$ cat config.mk
export PLATFORM = sky130hd
export DESIGN_NAME = loopback_uart_regs
export DESIGN_NICKNAME = d
export VERILOG_FILES = /design/src/rtl/lbu_pkg.sv /design/src/rtl/lbu_fifo.sv /design/src/rtl/lbu_irq_gate.sv /design/src/rtl/lbu_readsel.sv /design/src/rtl/loopback_uart_regs.sv
export SDC_FILE = /design/constraint.sdc
export NUM_CORES = 1
export LEC_CHECK = 0
export BUFFER_PORTS_ARGS = -buffer_cell sky130_fd_sc_hd__buf_2
export CAP_MARGIN = 10
export CORE_ASPECT_RATIO = 0.7
export CORE_MARGIN = 2
export CORE_UTILIZATION = 50
export CTS_CLUSTER_SIZE = 20
export DETAILED_ROUTE_END_ITERATION = 12
export PLACE_DENSITY = 0.7
export REMOVE_ABC_BUFFERS = 1
export SYNTH_ARGS = -nofsm -noshare
export SYNTH_HDL_FRONTEND = slang
export SYNTH_SLANG_ARGS = --single-unit
$ cat constraint.sdc
create_clock -name clk -period 2.45 [get_ports clk]
set_clock_uncertainty 0.15 [all_clocks]
set_input_delay 0.1225 -clock clk [delete_from_list [all_inputs] [get_ports clk]]
set_output_delay 0.1225 -clock clk [all_outputs]
set_load 0.01 [all_outputs]
$ cat src/rtl/lbu_pkg.sv
package lbu_pkg;

    localparam int unsigned FIFO_DEPTH    = 16;
    localparam int unsigned REG_W         = 8;
    localparam int unsigned DIV_W         = 2 * REG_W;
    localparam int unsigned RX_TRIG_LEVEL = 1;

    typedef logic [REG_W-1:0] reg_byte_t;

    typedef enum logic [2:0] {
        OFF_DATA      = 3'd0,
        OFF_IENABLE   = 3'd1,
        OFF_IDENT     = 3'd2,
        OFF_LINECTL   = 3'd3,
        OFF_MODEMCTL  = 3'd4,
        OFF_LINESTAT  = 3'd5,
        OFF_MODEMSTAT = 3'd6,
        OFF_SCRATCH   = 3'd7
    } reg_off_e;

    // interrupt enable bit positions
    localparam int unsigned IE_RXDATA  = 0;
    localparam int unsigned IE_TXEMPTY = 1;
    localparam int unsigned IE_LINE    = 2;
    localparam int unsigned IE_MODEM   = 3;

    // line control / queue control / modem control bit positions
    localparam int unsigned LC_DIVACC   = 7;
    localparam int unsigned QC_ENABLE   = 0;
    localparam int unsigned QC_CLR_A    = 1;
    localparam int unsigned QC_CLR_B    = 2;
    localparam int unsigned MC_DTR      = 0;
    localparam int unsigned MC_RTS      = 1;
    localparam int unsigned MC_OUT2     = 3;
    localparam int unsigned MC_AUTOFLOW = 5;

    // identification codes
    localparam reg_byte_t ID_LINE    = 8'h06;
    localparam reg_byte_t ID_RXDATA  = 8'h04;
    localparam reg_byte_t ID_TXEMPTY = 8'h02;
    localparam reg_byte_t ID_MODEM   = 8'h00;
    localparam reg_byte_t ID_NONE    = 8'h01;
    localparam reg_byte_t ID_FIXED   = 8'hC0;

    typedef struct packed {
        logic line;
        logic rxdata;
        logic txempty;
        logic modem;
    } cause_t;

    typedef struct packed {
        reg_byte_t        ienable;
        reg_byte_t        linectl;
        reg_byte_t        modemctl;
        reg_byte_t        scratch;
        logic [DIV_W-1:0] divisor;
        logic             divacc;
        logic             overrun;
        logic             qenable;
    } port_state_t;

    function automatic reg_byte_t ident_value(input cause_t c);
        reg_byte_t v;
        v = '0;
        if (c.line)    v = v | ID_LINE;
        if (c.rxdata)  v = v | ID_RXDATA;
        if (c.txempty) v = v | ID_TXEMPTY;
        if (c.modem)   v = v | ID_MODEM;
        if (v == '0)   v = ID_NONE;
        return v | ID_FIXED;
    endfunction

    function automatic reg_byte_t linestat_value(input logic nonempty, input logic ovr);
        reg_byte_t v;
        v    = '0;
        v[0] = nonempty;
        v[1] = ovr;
        v[5] = ~nonempty;
        v[6] = ~nonempty;
        return v;
    endfunction

    function automatic reg_byte_t modemstat_value(input logic autoflow, input logic has_room);
        reg_byte_t v;
        v    = '0;
        v[7] = 1'b1;
        v[5] = 1'b1;
        v[1] = 1'b1;
        if (!autoflow || has_room) begin
            v[4] = 1'b1;
            v[0] = 1'b1;
        end
        return v;
    endfunction

endpackage

$ cat src/rtl/lbu_fifo.sv
module lbu_fifo #(
    parameter int unsigned DEPTH = 16,
    parameter int unsigned WIDTH = 8,
    parameter int unsigned CNT_W = $clog2(DEPTH) + 1
) (
    input  logic             clk,
    input  logic             rst,
    input  logic             push,
    input  logic             pop,
    input  logic             clear,
    input  logic [WIDTH-1:0] wdata,
    output logic [WIDTH-1:0] head_byte,
    output logic [CNT_W-1:0] count
);

    localparam int unsigned PTR_W = $clog2(DEPTH);

    logic [WIDTH-1:0] mem [DEPTH];
    logic [PTR_W-1:0] wr_ptr;
    logic [PTR_W-1:0] rd_ptr;

    function automatic logic [PTR_W-1:0] next_ptr(input logic [PTR_W-1:0] p);
        return (p == PTR_W'(DEPTH - 1)) ? '0 : p + PTR_W'(1);
    endfunction

    always_ff @(posedge clk) begin
        if (rst || clear) begin
            wr_ptr <= '0;
            rd_ptr <= '0;
            count  <= '0;
        end else if (push) begin
            wr_ptr <= next_ptr(wr_ptr);
            count  <= count + CNT_W'(1);
        end else if (pop) begin
            rd_ptr <= next_ptr(rd_ptr);
            count  <= count - CNT_W'(1);
        end
    end

    always_ff @(posedge clk) begin
        if (push && !clear) begin
            mem[wr_ptr] <= wdata;
        end
    end

    assign head_byte = mem[rd_ptr];

    AST_FIFO_COUNT_BOUND: assert property (@(posedge clk) disable iff (rst) count <= CNT_W'(DEPTH)) else $error("queue count above depth");
    AST_FIFO_POP_DEC: assert property (@(posedge clk) disable iff (rst) (pop && !push && !clear && count != '0) |=> (count == $past(count) - CNT_W'(1))) else $error("pop did not decrement");
    AST_FIFO_CLEAR_EMPTY: assert property (@(posedge clk) disable iff (rst) clear |=> (count == '0)) else $error("clear left data");

endmodule

$ cat src/rtl/lbu_irq_gate.sv
module lbu_irq_gate (
    input  logic clk,
    input  logic rst,
    input  logic fire_req,
    input  logic mask_set,
    input  logic mask_clr,
    output logic irq
);

    logic mask_q;
    logic deliver;

    assign deliver = fire_req && !mask_q;

    always_ff @(posedge clk) begin
        if (rst) begin
            mask_q <= 1'b0;
            irq    <= 1'b0;
        end else begin
            irq <= deliver;
            if (mask_clr) begin
                mask_q <= 1'b0;
            end else if (deliver || mask_set) begin
                mask_q <= 1'b1;
            end
        end
    end

    AST_MASKED_SILENT: assert property (@(posedge clk) disable iff (rst) (fire_req && mask_q) |=> !irq) else $error("masked trigger delivered");
    AST_AUTO_MASK: assert property (@(posedge clk) disable iff (rst) (irq && !$past(mask_clr)) |-> mask_q) else $error("delivery left mask clear");
    AST_PULSE_ONE: assert property (@(posedge clk) disable iff (rst) (irq && !$past(mask_clr)) |=> !irq) else $error("pulse longer than one cycle");

endmodule

$ cat src/rtl/lbu_readsel.sv
module lbu_readsel
    import lbu_pkg::*;
#(
    parameter int unsigned CNT_W = 5
) (
    input  reg_off_e         off,
    input  port_state_t      st,
    input  logic [CNT_W-1:0] count,
    input  logic [CNT_W-1:0] limit,
    input  reg_byte_t        head_byte,
    output reg_byte_t        rd_val
);

    logic   nonempty;
    cause_t causes;

    assign nonempty = (count != '0);

    always_comb begin
        causes.line    = st.ienable[IE_LINE] && st.overrun;
        causes.rxdata  = st.ienable[IE_RXDATA] && (count >= CNT_W'(RX_TRIG_LEVEL));
        causes.txempty = st.ienable[IE_TXEMPTY] && !nonempty;
        causes.modem   = st.ienable[IE_MODEM] && (st.modemctl[MC_RTS] || st.modemctl[MC_DTR]);
    end

    always_comb begin
        unique case (off)
            OFF_DATA:      rd_val = st.divacc ? st.divisor[REG_W-1:0]
                                              : (nonempty ? head_byte : '0);
            OFF_IENABLE:   rd_val = st.divacc ? st.divisor[DIV_W-1:REG_W]
                                              : {4'h0, st.ienable[3:0]};
            OFF_IDENT:     rd_val = ident_value(causes);
            OFF_LINECTL:   rd_val = st.linectl;
            OFF_MODEMCTL:  rd_val = st.modemctl;
            OFF_LINESTAT:  rd_val = linestat_value(nonempty, st.overrun);
            OFF_MODEMSTAT: rd_val = modemstat_value(st.modemctl[MC_AUTOFLOW], count < limit);
            OFF_SCRATCH:   rd_val = st.scratch;
            default:       rd_val = '0;
        endcase
    end

endmodule

$ cat src/rtl/loopback_uart_regs.sv
module loopback_uart_regs
    import lbu_pkg::*;
#(
    parameter int unsigned DEPTH = FIFO_DEPTH
) (
    input  logic       clk,
    input  logic       rst,
    input  logic       bus_wr,
    input  logic       bus_rd,
    input  logic [2:0] bus_addr,
    input  logic [7:0] bus_wdata,
    output logic [7:0] bus_rdata,
    input  logic       irq_mask,
    input  logic       irq_unmask,
    output logic       irq
);

    localparam int unsigned CNT_W = $clog2(DEPTH) + 1;

    reg_off_e         off;
    port_state_t      st;
    logic [CNT_W-1:0] count;
    logic [CNT_W-1:0] limit;
    reg_byte_t        head_byte;
    reg_byte_t        rd_val;
    logic             rd_acc;
    logic             data_wr;
    logic             q_push;
    logic             q_drop;
    logic             q_pop;
    logic             q_clear;
    logic             empty;
    cause_t           trig;
    logic             trig_thr_ie;
    logic             trig_thr_rd;
    logic             fire_req;

    assign off     = reg_off_e'(bus_addr);
    assign rd_acc  = bus_rd && !bus_wr;
    assign empty   = (count == '0);
    assign limit   = st.qenable ? CNT_W'(DEPTH) : CNT_W'(1);

    // access decode
    assign data_wr = bus_wr && (off == OFF_DATA) && !st.divacc;
    assign q_push  = data_wr && (count < limit);
    assign q_drop  = data_wr && !(count < limit);
    assign q_pop   = rd_acc && (off == OFF_DATA) && !st.divacc && !empty;
    assign q_clear = bus_wr && (off == OFF_IDENT) && (bus_wdata[QC_CLR_A] || bus_wdata[QC_CLR_B]);

    // trigger events
    always_comb begin
        trig.rxdata  = q_push && st.ienable[IE_RXDATA]
                       && ((count + CNT_W'(1)) == CNT_W'(RX_TRIG_LEVEL));
        trig.line    = q_drop && st.ienable[IE_LINE];
        trig_thr_ie  = bus_wr && (off == OFF_IENABLE) && !st.divacc
                       && bus_wdata[IE_TXEMPTY] && empty;
        trig_thr_rd  = rd_acc && (off == OFF_DATA) && !st.divacc
                       && st.ienable[IE_TXEMPTY] && (count <= CNT_W'(1));
        trig.txempty = trig_thr_ie || trig_thr_rd;
        trig.modem   = bus_wr && (off == OFF_MODEMCTL) && st.ienable[IE_MODEM]
                       && (bus_wdata[MC_OUT2] || bus_wdata[MC_RTS] || bus_wdata[MC_DTR]);
        fire_req     = trig.rxdata || trig.line || trig.txempty || trig.modem;
    end

    // register state
    always_ff @(posedge clk) begin
        if (rst) begin
            st <= '{ienable: '0, linectl: '0, modemctl: '0, scratch: '0,
                    divisor: '0, divacc: 1'b0, overrun: 1'b0, qenable: 1'b1};
        end else if (bus_wr) begin
            unique case (off)
                OFF_DATA: begin
                    if (st.divacc) begin
                        st.divisor[REG_W-1:0] <= st.divisor[REG_W-1:0] | bus_wdata;
                    end else if (q_push) begin
                        st.overrun <= 1'b0;
                    end else begin
                        st.overrun <= 1'b1;
                    end
                end
                OFF_IENABLE: begin
                    if (st.divacc) begin
                        st.divisor[DIV_W-1:REG_W] <= st.divisor[DIV_W-1:REG_W] | bus_wdata;
                    end else begin
                        st.ienable <= bus_wdata;
                    end
                end
                OFF_IDENT: begin
                    st.qenable <= bus_wdata[QC_ENABLE];
                end
                OFF_LINECTL: begin
                    st.linectl <= bus_wdata;
                    st.divacc  <= bus_wdata[LC_DIVACC];
                    if (bus_wdata[LC_DIVACC]) begin
                        st.divisor <= '0;
                    end
                end
                OFF_MODEMCTL: begin
                    st.modemctl <= bus_wdata;
                end
                OFF_SCRATCH: begin
                    st.scratch <= bus_wdata;
                end
                default: begin
                end
            endcase
        end
    end

    always_ff @(posedge clk) begin
        if (rst) begin
            bus_rdata <= '0;
        end else if (rd_acc) begin
            bus_rdata <= rd_val;
        end
    end

    lbu_fifo #(
        .DEPTH (DEPTH),
        .WIDTH (REG_W),
        .CNT_W (CNT_W)
    ) u_queue (
        .clk       (clk),
        .rst       (rst),
        .push      (q_push),
        .pop       (q_pop),
        .clear     (q_clear),
        .wdata     (bus_wdata),
        .head_byte (head_byte),
        .count     (count)
    );

    lbu_readsel #(
        .CNT_W (CNT_W)
    ) u_readsel (
        .off       (off),
        .st        (st),
        .count     (count),
        .limit     (limit),
        .head_byte (head_byte),
        .rd_val    (rd_val)
    );

    lbu_irq_gate u_irq (
        .clk      (clk),
        .rst      (rst),
        .fire_req (fire_req),
        .mask_set (irq_mask),
        .mask_clr (irq_unmask),
        .irq      (irq)
    );

    AST_DIV_ZERO_ON_ENTRY: assert property (@(posedge clk) disable iff (rst) (bus_wr && off == OFF_LINECTL && bus_wdata[LC_DIVACC]) |=> (st.divisor == '0 && st.divacc)) else $error("divisor not cleared");
    AST_FULL_WRITE_DROPS: assert property (@(posedge clk) disable iff (rst) (data_wr && count == limit) |=> (count == $past(count) && st.overrun)) else $error("full write not dropped");
    AST_IER_READ_HIGH_ZERO: assert property (@(posedge clk) disable iff (rst) (rd_acc && off == OFF_IENABLE && !st.divacc) |=> (bus_rdata[7:4] == 4'h0)) else $error("enable read upper bits");
    AST_IDENT_FIXED_BITS: assert property (@(posedge clk) disable iff (rst) (rd_acc && off == OFF_IDENT) |=> (bus_rdata[7:6] == 2'b11)) else $error("ident upper bits");
    AST_LSR_TX_EMPTY: assert property (@(posedge clk) disable iff (rst) (rd_acc && off == OFF_LINESTAT && empty) |=> (bus_rdata[6:5] == 2'b11 && !bus_rdata[0])) else $error("line status empty bits");
    AST_DIVMODE_QUEUE_HOLD: assert property (@(posedge clk) disable iff (rst) (bus_wr && off == OFF_DATA && st.divacc) |=> $stable(count)) else $error("divisor write reached queue");

endmodule

==> metrics.md <==
| Metric | Value |
|---|---|
| Pin count of the biggest net entering global routing | 26 |
| Hold Path Class | in -> reg |
| Max-slew headroom at the worst pin | 0.4785 |
| Required time of the critical path | 2.66 ns |
| Proportion of power drawn by the clock network | 0.439 |
| CTS buffer count | 20 |
| Count of mapped cells out of synthesis | 673 |
| Static Leakage | 3.413 nW |
| Average vias per placed instance | between 6 and 7 |
| Detailed-route wire length per cell | between 20 and 25 um |
| Total of max-cap violations | 0 |
| Core Area | between 15,000 and 20,000 um2 |
| Number of max-slew violations in the final report | 0 |
| Post-synthesis instance area | between 8000 and 9000 um2 |
| Violation count after the first detailed-routing iteration | around 800 |
| Highest fanout seen on the critical path | 5 |
| Number of levels the H-tree was split into | 1 |
| Diode count | 0 |
| DIE AREA | between 15,000 and 20,000 um2 |
| Shortest period the worst path allows | between 2 and 2.5 ns |
| Sequential element share of the synthesized area | 0.6231 |
| Vias in the first global route | 5,927 |
| Comb power frac | 0.047 |
| Estimated wirelength of the detail-placed design | between 15 and 20 mm |
| Global-route wire length before repair | 35.10 mm |
| Warning count from the yosys run | 0 |
| Share of cells above drive strength 1 | 0.2122 |
| Peak VDD IR | 0.0004490 V |
| Overall routing resource usage | 0.2558 |
| Synthesis-stage register bit count | approximately 200 |
| Clk root buf | sky130_fd_sc_hd__clkbuf_16 |
| Power per cell area | about 700 nW/um2 |
| Final weighted congestion in routability-driven placement | ~0.98 |
| TritonRoute pass-1 iters | 5 |
| EDFF count, synth | 128 |
| Total number of vias | about 6,000 |
| Clock tree from TritonCTS | yes |
| Maximum clock insertion buffer count | 3 |
| Number of nets in the layout | 781 |
| WHS | just under 0.02 ns |
| Ratio of final minimum period to clock period | 0.9489 |
| Prevailing post-synth register cell | sky130_fd_sc_hd__edfxtp_1 |
| Status | completed |
| Count of cells along the worst hold path | 3 |
| DRC violation count after routing | 0 |
| # setup viols final | 0 |
| Crit. End Element | flip-flop |
| Maximum clock frequency | between 400 and 500 MHz |
| Synth cell types | between 60 and 70 |
| Aggregate global routing overflow | 0 |
| Die Span Y | ~110 um |
| Clock sink count | ~200 |
| Port bufs | 25 |
| Async set-or-reset flop fraction in the synthesized netlist | 0 |
| Critical path type | reg -> reg |
| Fin. Hold Viols | 0 |
| Switching fraction of total power | 0.2130 |
| Number of rows created at floorplan | 39 |
| Final core utilization | 0.6104 |
| Effective utilization at floorplan | 0.5162 |
| Initial antenna violation count | 0 |
| Number of I/O pins | 26 |
| Die X-Extent | ~160 um |
| Actual slew at the worst max-slew pin | around 0.78 ns |
| Post-Route WL | between 20 and 25 mm |
| Post-Synthesis Mean Instance Area | about 13 um2 |
| Crit path launch type | flip-flop |
| Remaining antenna violation count after routing | 0 |
| Internal cell power | ~5.6 mW |
| Net Sw Power | 1.510 mW |
| Synth-to-layout area growth | 18.24% |
| Worst-path clk slew | 0.07 ns |
| Latest clock arrival within the worst-skew pair | between 0.4 and 0.5 ns |
| Count of filler cells inserted in the layout | between 1,000 and 1,500 |
| Worst R2R Path Depth | 8 |
| Share of power burned in registers | 0.514 |
| Endpoint arrival time on the critical path | around 2.5 ns |
[cell usage in the layout (no fill, tap or decap), types with 21 or more instances in the layout]
cell | Yosys | routed
sky130_fd_sc_hd__a21oi_1 | 60 | 60
sky130_fd_sc_hd__nand2_1 | 81 | 81
sky130_fd_sc_hd__mux2i_1 | 24 | 24
sky130_fd_sc_hd__edfxtp_1 | 128 | 128
sky130_fd_sc_hd__clkbuf_16 | 0 | 21
sky130_fd_sc_hd__mux4_2 | 32 | 32
sky130_fd_sc_hd__nor2_1 | 74 | 74
sky130_fd_sc_hd__buf_4 | 1 | 59
sky130_fd_sc_hd__dfxtp_1 | 73 | 72
sky130_fd_sc_hd__buf_2 | 18 | 25
[critical path, stage by stage (launching register included)]
cell	delay [ns]
sky130_fd_sc_hd__dfxtp_1	0.31
sky130_fd_sc_hd__inv_1	0.10
sky130_fd_sc_hd__ha_2	0.22
sky130_fd_sc_hd__or4b_4	0.50
sky130_fd_sc_hd__nand3b_1	0.24
sky130_fd_sc_hd__buf_4	0.16
sky130_fd_sc_hd__nor2_1	0.04
sky130_fd_sc_hd__a2111oi_1	0.37
sky130_fd_sc_hd__nor4_1	0.10
[synth_stat cells, types with 2 or more instances]
library cell,number,area share
sky130_fd_sc_hd__edfxtp_1,128,0.45
sky130_fd_sc_hd__nand2_1,81,0.036
sky130_fd_sc_hd__nor2_1,74,0.033
sky130_fd_sc_hd__dfxtp_1,73,0.17
sky130_fd_sc_hd__a21oi_1,60,0.035
sky130_fd_sc_hd__mux4_2,32,0.085
sky130_fd_sc_hd__mux2i_1,24,0.028
sky130_fd_sc_hd__buf_2,18,0.011
sky130_fd_sc_hd__clkbuf_1,16,0.0071
sky130_fd_sc_hd__nand3_1,13,0.0076
sky130_fd_sc_hd__nor3_1,12,0.0071
sky130_fd_sc_hd__ha_1,10,0.015
sky130_fd_sc_hd__inv_1,10,0.0044
sky130_fd_sc_hd__o21ai_0,9,0.0053
sky130_fd_sc_hd__nand2b_1,7,0.0051
sky130_fd_sc_hd__a211oi_1,6,0.0053
sky130_fd_sc_hd__a31oi_1,6,0.0044
sky130_fd_sc_hd__nor2b_1,6,0.0044
sky130_fd_sc_hd__a2111oi_0,5,0.0051
sky130_fd_sc_hd__a221o_1,5,0.0059
sky130_fd_sc_hd__a221oi_1,4,0.0041
sky130_fd_sc_hd__a311oi_1,4,0.0041
sky130_fd_sc_hd__and2_1,4,0.0029
sky130_fd_sc_hd__buf_1,4,0.0018
sky130_fd_sc_hd__o22ai_1,4,0.0029
sky130_fd_sc_hd__or3_1,4,0.0029
sky130_fd_sc_hd__a21o_1,3,0.0026
sky130_fd_sc_hd__and3_1,3,0.0022
sky130_fd_sc_hd__nor4_1,3,0.0022
sky130_fd_sc_hd__xnor2_1,3,0.0031
sky130_fd_sc_hd__xor2_1,3,0.0031
sky130_fd_sc_hd__buf_6,2,0.0026
sky130_fd_sc_hd__mux2_2,2,0.0026
sky130_fd_sc_hd__nand3b_1,2,0.0018
sky130_fd_sc_hd__nand4_1,2,0.0015
sky130_fd_sc_hd__o2111ai_1,2,0.0021
sky130_fd_sc_hd__o211ai_1,2,0.0018
sky130_fd_sc_hd__o221ai_1,2,0.0021
sky130_fd_sc_hd__o31ai_1,2,0.0018
[power by group through the flow]
stage,Sequential [mW],Clock [mW],Combinational (mW)
finish,3.64,3.11,0.336
global route,3.64,3.29,0.361
CTS,3.64,3.16,0.321
detailed placement,3.72,0,0.306
global placement,3.71,0,0.299
floorplan,3.72,0,0.118
[routing by layer]
metal | vias up | part of all wire | wire (um) | GRT usage
met4 | 0 | 0.013 | 295 | 0.04745
met2 | 297 | 0.44 | 9923 | 0.3752
met1 | 2960 | 0.44 | 9986 | 0.3945
met3 | 26 | 0.11 | 2374 | 0.05902
li1 | 2685 | - | - | -
met5 | - | 0 | 0 | 0
[final cells by class]
class	count	area, um2	area share
multi-input cells	420	2993	0.2973
repair buffers	101	773.2	0.07681
clock buffers	26	564.3	0.05605
flip-flops and latches	201	5306	0.5271
well taps	225	281.5	0.02796
clock inverters	10	111.4	0.01106
inverters	10	37.54	0.003729
[through the flow]
| stage | area, um2 | total power, mW | cells | TNS (ns) | worst slack, ns |
|---|---|---|---|---|---|
| after global placement | 9208 | 4.013 | 939 | 0 | 0.1436 |
| after floorplan | 8314 | 3.834 | 631 | -11.23 | -0.2824 |
| after CTS | 10000 | 7.122 | 987 | 0 | 0.07870 |
| after detailed placement | 9208 | 4.022 | 939 | 0 | 0.1185 |
| final | 10070 | 7.091 | 993 | 0 | 0.1253 |
| after global routing | 10070 | 7.297 | 993 | -0.1252 | -0.01665 |
[path summary, 6_finish.rpt]
check	from	slack, ns	to
max reg2reg	u_queue.count[1]	0.13	bus_rdata[6]
min reg2reg	u_irq.mask_q	0.29	u_irq.irq
min	bus_wr	0.02	st[0]
max	u_queue.count[1]	0.13	bus_rdata[6]
[flip-flops by register name (all words and copies together), names as in the netlist, named ones only]
signal	flops
u_queue.mem	128
u_queue.rd_ptr	4
u_irq.irq	1
st	46
u_queue.wr_ptr	4
u_queue.count	5
u_irq.mask_q	1
bus_rdata	8
[repair_timing]
item	in CTS	in global routing
gates resized for setup	0	6
setup buffers	0	5
hold buffers	12	0
endpoints found under the setup margin	0	99
endpoints found under the hold margin	99	0
[logic make-up (layout without fill, tap and decap cells)]
group | after synthesis | in the layout | synth area share
buffers and inverters | 52 | 147 | 0.02792
multiplexers | 59 | 59 | 0.1168
flip-flops | 201 | 201 | 0.6231
XOR/XNOR | 6 | 6 | 0.006173
adder cells (fa/ha/maj) | 10 | 10 | 0.01470
AND/OR/NAND/NOR | 221 | 221 | 0.1180
AO/OA/AOI/OAI | 124 | 124 | 0.09331
No activity file was read; power rests on OpenSTA's default activity.
